## config.mk

```make
export PLATFORM = sky130hd
export DESIGN_NAME = intr_gate
export DESIGN_NICKNAME = d
export VERILOG_FILES = /design/src/rtl/intr_gate_pkg.sv /design/src/rtl/intr_mask_unit.sv /design/src/rtl/intr_prio_enc.sv /design/src/rtl/intr_regs.sv /design/src/rtl/intr_gate.sv
export SDC_FILE = /design/constraint.sdc
export NUM_CORES = 1
export LEC_CHECK = 0
export ABC_AREA = 0
export BUFFER_PORTS_ARGS = -buffer_cell sky130_fd_sc_hd__buf_2
export CORE_ASPECT_RATIO = 1.5
export CORE_MARGIN = 3
export CORE_UTILIZATION = 35
export CTS_BUF_LIST = sky130_fd_sc_hd__clkbuf_8
export CTS_CLUSTER_SIZE = 25
export DETAILED_ROUTE_END_ITERATION = 8
export HOLD_SLACK_MARGIN = 0.03
export RECOVER_POWER = 25
export SYNTH_ARGS = -nofsm -noshare
export SYNTH_HDL_FRONTEND = slang
export SYNTH_HIERARCHICAL = 1
export SYNTH_SLANG_ARGS = --single-unit
```

## constraint.sdc

```tcl
create_clock -name clk -period 6.5 [get_ports clk]
set_clock_uncertainty 0.1 [all_clocks]
set_input_delay 0.975 -clock clk [delete_from_list [all_inputs] [get_ports clk]]
set_output_delay 0.975 -clock clk [all_outputs]
set_load 0.1 [all_outputs]
```

## src/rtl/intr_gate_pkg.sv

```systemverilog
`timescale 1ns/1ps
package intr_gate_pkg;
  localparam int NLINES = 32;
  localparam int LVLW   = 6;
  localparam int DATAW  = 32;
  localparam int ADDRW  = 2;
  localparam int IDXW   = $clog2(NLINES);

  localparam logic [ADDRW-1:0] ADDR_MASK = 2'd0;
  localparam logic [ADDRW-1:0] ADDR_CTRL = 2'd1;
  localparam logic [ADDRW-1:0] ADDR_PEND = 2'd2;
  localparam int GIE_BIT = 8;

  // external request is admitted only when strictly above the current level
  function automatic logic lvl_admits(input logic [LVLW-1:0] req_lvl,
                                      input logic [LVLW-1:0] cur_lvl);
    return req_lvl > cur_lvl;
  endfunction

  function automatic logic [NLINES-1:0] masked_pend(input logic [NLINES-1:0] lines,
                                                    input logic [NLINES-1:0] mask);
    return lines & mask;
  endfunction

  function automatic logic [DATAW-1:0] pack_ctrl(input logic [LVLW-1:0] lvl,
                                                 input logic gie);
    logic [DATAW-1:0] v;
    v = '0;
    v[LVLW-1:0] = lvl;
    v[GIE_BIT] = gie;
    return v;
  endfunction
endpackage

```

## src/rtl/intr_mask_unit.sv

```systemverilog
`timescale 1ns/1ps
module intr_mask_unit
  import intr_gate_pkg::*;
#(
  parameter int N = NLINES
) (
  input  logic [N-1:0] lines,
  input  logic [N-1:0] mask,
  output logic [N-1:0] pend
);
  assign pend = masked_pend(lines, mask);
endmodule

```

## src/rtl/intr_prio_enc.sv

```systemverilog
`timescale 1ns/1ps
module intr_prio_enc #(
  parameter int N  = 32,
  parameter int IW = $clog2(N)
) (
  input  logic [N-1:0]  vec,
  output logic [IW-1:0] idx,
  output logic          any
);
  logic [N:0]   below;
  logic [N-1:0] first;

  assign below[0] = 1'b0;
  genvar g;
  generate
    for (g = 0; g < N; g++) begin : g_chain
      assign below[g+1] = below[g] | vec[g];
      assign first[g]   = vec[g] & ~below[g];
    end
  endgenerate

  always_comb begin
    idx = '0;
    for (int i = 0; i < N; i++) begin
      if (first[i]) idx = idx | IW'(i);
    end
  end

  assign any = below[N];
endmodule

```

## src/rtl/intr_regs.sv

```systemverilog
`timescale 1ns/1ps
module intr_regs
  import intr_gate_pkg::*;
(
  input  logic              clk,
  input  logic              rst_n,
  input  logic              wr,
  input  logic [ADDRW-1:0]  addr,
  input  logic [DATAW-1:0]  wdata,
  input  logic [NLINES-1:0] pend,
  output logic [NLINES-1:0] mask,
  output logic [LVLW-1:0]   cur_level,
  output logic              gie,
  output logic [DATAW-1:0]  rdata
);
  always_ff @(posedge clk) begin
    if (!rst_n) begin
      mask      <= '0;
      cur_level <= '0;
      gie       <= 1'b0;
    end else if (wr) begin
      if (addr == ADDR_MASK) mask <= wdata[NLINES-1:0];
      if (addr == ADDR_CTRL) begin
        cur_level <= wdata[LVLW-1:0];
        gie       <= wdata[GIE_BIT];
      end
    end
  end

  always_comb begin
    unique case (addr)
      ADDR_MASK: rdata = DATAW'(mask);
      ADDR_CTRL: rdata = pack_ctrl(cur_level, gie);
      ADDR_PEND: rdata = DATAW'(pend);
      default:   rdata = '0;
    endcase
  end
endmodule

```

## src/rtl/intr_gate.sv

```systemverilog
`timescale 1ns/1ps
module intr_gate
  import intr_gate_pkg::*;
(
  input  logic              clk,
  input  logic              rst_n,
  input  logic [NLINES-1:0] irq_lines,
  input  logic              ext_req,
  input  logic [LVLW-1:0]   ext_level,
  input  logic              reg_wr,
  input  logic [ADDRW-1:0]  reg_addr,
  input  logic [DATAW-1:0]  reg_wdata,
  output logic [DATAW-1:0]  reg_rdata,
  output logic [NLINES-1:0] pending,
  output logic              take_irq,
  output logic              take_ext,
  output logic [IDXW-1:0]   take_index
);
  logic [NLINES-1:0] mask_w;
  logic [LVLW-1:0]   cur_level_w;
  logic              gie_w;
  logic [IDXW-1:0]   int_idx_w;
  logic              int_any_w;
  logic              ext_ok_w;
  logic              int_ok_w;

  intr_regs u_regs (
    .clk(clk), .rst_n(rst_n), .wr(reg_wr), .addr(reg_addr), .wdata(reg_wdata),
    .pend(pending), .mask(mask_w), .cur_level(cur_level_w), .gie(gie_w),
    .rdata(reg_rdata)
  );

  intr_mask_unit #(.N(NLINES)) u_mask (
    .lines(irq_lines), .mask(mask_w), .pend(pending)
  );

  intr_prio_enc #(.N(NLINES), .IW(IDXW)) u_prio (
    .vec(pending), .idx(int_idx_w), .any(int_any_w)
  );

  // named decision events, visible to the bound checker
  assign ext_ok_w = gie_w & ext_req & lvl_admits(ext_level, cur_level_w);
  assign int_ok_w = gie_w & int_any_w;

  always_ff @(posedge clk) begin
    if (!rst_n) begin
      take_irq   <= 1'b0;
      take_ext   <= 1'b0;
      take_index <= '0;
    end else begin
      take_irq   <= ext_ok_w | int_ok_w;
      take_ext   <= ext_ok_w;
      take_index <= (int_ok_w && !ext_ok_w) ? int_idx_w : '0;
    end
  end
endmodule

```

==> summary.md <==
| Metric | Value |
|---|---|
| Post-synth EDFFs | `0` |
| Final setup violation count | `0` |
| Worst-margin pin slew | `2550 ps` |
| CTS Sinks | `46` |
| Latest clock arrival within the worst-skew pair | `between 200 and 300 ps` |
| Peak supply drop | `just under 0.08 mV` |
| Worst setup margin | `~2300 ps` |
| Syn Nets | `between 400 and 500` |
| Grt total ovfl | `0` |
| Synth-to-Final Area Change | `24.9%` |
| Violated checks | `max-capacitance violations, max-slew violations` |
| Boundary Pins | `147` |
| CTS resizes | `0` |
| Hpwl dp | `~7200 um` |
| Worst slew margin | `-0.703` |
| Initial antenna violation count | `0` |
| Synthesis Warnings | `6` |
| Post-synthesis sequential area ratio | `0.298` |
| Dpl ws | `approximately 2700 ps` |
| Clock Tree Root | `clkbuf_8` |
| Die area | `approximately 10,000 um2` |
| FFs w/ async S/R, synth | `0` |
| DR vias/cell | `around 4.8` |
| Wire per inst | `around 15 um` |
| Num CTS Buffers | `5` |
| Clk slew on worst S/H paths | `~80 ps` |
| Kind of start point of the critical path | `input pin` |
| MaxCap Viol Count | `1` |
| Tcrit/Tclk final | `0.650` |
| Most area-consuming cells after synthesis | `dfxtp_1 30%, mux2i_1 23%, nand2_1 10%` |
| Worst setup path start | `reg_addr[1]` |
| Worst R2R Start | `u_regs/mask[24]` |
| Cells after Synth | `383` |
| Setup bufs post-CTS | `0` |
| Hold buffer count at cts | `0` |
| CP arrival | `4340 ps` |
| RSZ-0062 raised after global routing | `no` |
| Nets | `a little under 600` |
| Pins over their slew limit | `14` |
| DR iter-0 viols | `around 100` |
| Static leakage | `a little under 2 nW` |
| RD Place Congestion | `0.826` |
| Post-Syn Area | `roughly 3100 um2` |
| TritonCTS clock tree | `yes` |
| Die Wd | `around 83 um` |
| Most frequent cell after synthesis | `nand2_1` |
| Fin Hold WS | `approximately 370 ps` |
| Post-synth top area cell | `dfxtp_1` |
| Detailed Route WL | `approximately 9100 um` |
| Largest net degree at the start of global routing | `75` |
| FF+latch count, synth | `46` |
| Worst-path maximum fanout | `35` |
| N_diodes | `0` |
| Yosys cell types | `40` |
| Post-synth top cells | `84 x nand2_1, 71 x mux2i_1, 46 x dfxtp_1, 46 x nor2_1, 33 x and2_1` |
| # port buffers | `between 100 and 150` |
| Num rows | `between 40 and 50` |
| Crit Path Class | `input pin to flop` |
| Wire length of the first global-routing pass | `about 14,000 um` |
| Main synth FF type | `dfxtp_1` |
| Antenna Nets Post-Route | `0` |
| Post-synth top area share | `0.298` |
| Post-layout minimum cycle time | `approximately 4200 ps` |
| Fmax | `roughly 0.24 GHz` |
| Worst hold-check path type | `flop to flop` |
| H-tree depth | `2` |
| Syn Area/Cell | `a little over 8 um2` |
| GRT Util Overall | `0.181` |
| Share of cells above drive strength 1 | `0.295` |
| Vias in the first global route | `roughly 3,000` |
| Outcome | `finished with violations` |
| Final Hold Violating Endpoints | `0` |
| Hold_sp | `u_regs/mask[20]` |
| Via count | `between 3,000 and 4,000` |
| Initial Util | `0.362` |
| 1st-pass router iterations | `4` |
| Core Area | `approximately 8500 um2` |
| Chip Height | `approximately 120 um` |
| Setup TNS | `0 ps` |
| Crit path capture type | `flop` |
| Number of buffers on the longest clock path | `2` |
| PD cells | `about 170 nW/um2` |
| # DRC | `0` |
| Critical path required time | `6620 ps` |
## routing by layer
metal | GRT usage | up-vias | part of all wire
met3 | 0.0215 | 14 | 0.041
met2 | 0.346 | 78 | 0.57
met4 | 0.0706 | 0 | 0.023
met5 | 0 | - | 0
li1 | - | 1565 | -
met1 | 0.193 | 1356 | 0.37
## worst paths after layout
kind,endpoint,slack [ps],depth (start not counted)
hold reg to reg,u_regs/mask[20],370,2
setup / recovery,u_regs/mask[17],2270,4
hold / removal,u_regs/mask[20],370,2
setup reg to reg,take_index[0],4200,8
## cells by family (layout without fill, tap and decap cells)
group,count (synthesis),in the layout,share of synthesized area
AND/OR/NAND/NOR,197,197,0.307
multiplexers,71,71,0.230
flip-flops,46,46,0.298
buffers and inverters,33,166,0.0677
AO/OA/AOI/OAI,30,30,0.0726
adder cells (fa/ha/maj),6,6,0.0243
## worst max-delay path, cell delays in order
cell	delay, ps
buf_2	420
nor3b_1	2090
buf_4	600
mux2i_1	240
## report_power, final
part / total, mW / switching, mW / internal, mW
logic: 0.186 / 0.128 / 0.0583
clock network: 0.179 / 0.0947 / 0.0844
registers: 0.297 / 0.00642 / 0.291
total: 0.663 / 0.229 / 0.433
## placed cells by master, fill, tap and decap left out, types with 3 or more instances in the layout
cell | netlist | layout
a21oi_1 | 5 | 5
and2_1 | 33 | 33
buf_2 | 2 | 137
clkbuf_1 | 11 | 9
clkbuf_8 | 0 | 6
dfxtp_1 | 46 | 46
ha_1 | 6 | 6
inv_1 | 10 | 11
mux2i_1 | 71 | 71
nand2_1 | 84 | 84
nand3_1 | 5 | 5
nor2_1 | 46 | 46
nor2b_1 | 6 | 6
nor3_1 | 3 | 3
nor4_1 | 8 | 8
o21ai_0 | 4 | 4
o2bb2ai_1 | 7 | 7
## final cells by class
cell class / count / area, um2
clock buffer: 6 / 82.6
clock inverter: 2 / 8.76
fill: 923 / 4660
inverter: 10 / 37.5
multi-input combinational: 304 / 1940
sequential: 46 / 921
tap: 107 / 134
timing repair buffer: 148 / 734
## registers in the layout (all words and copies together), names as in the netlist
register / count
take_ext: 1
take_index: 5
take_irq: 1
u_regs/cur_level: 6
u_regs/gie: 1
u_regs/mask: 32
## stage by stage
step	instance area (um2)	power (mW)	utilization	instances
floorplan	3090	0.448	-	383
global placement	3800	0.491	0.446	615
detailed placement	3800	0.493	0.446	615
CTS	3890	0.676	0.457	623
global route	3850	0.700	0.453	623
finish	3850	0.663	0.453	623
Note: power is estimated with default switching activity, not from simulation.
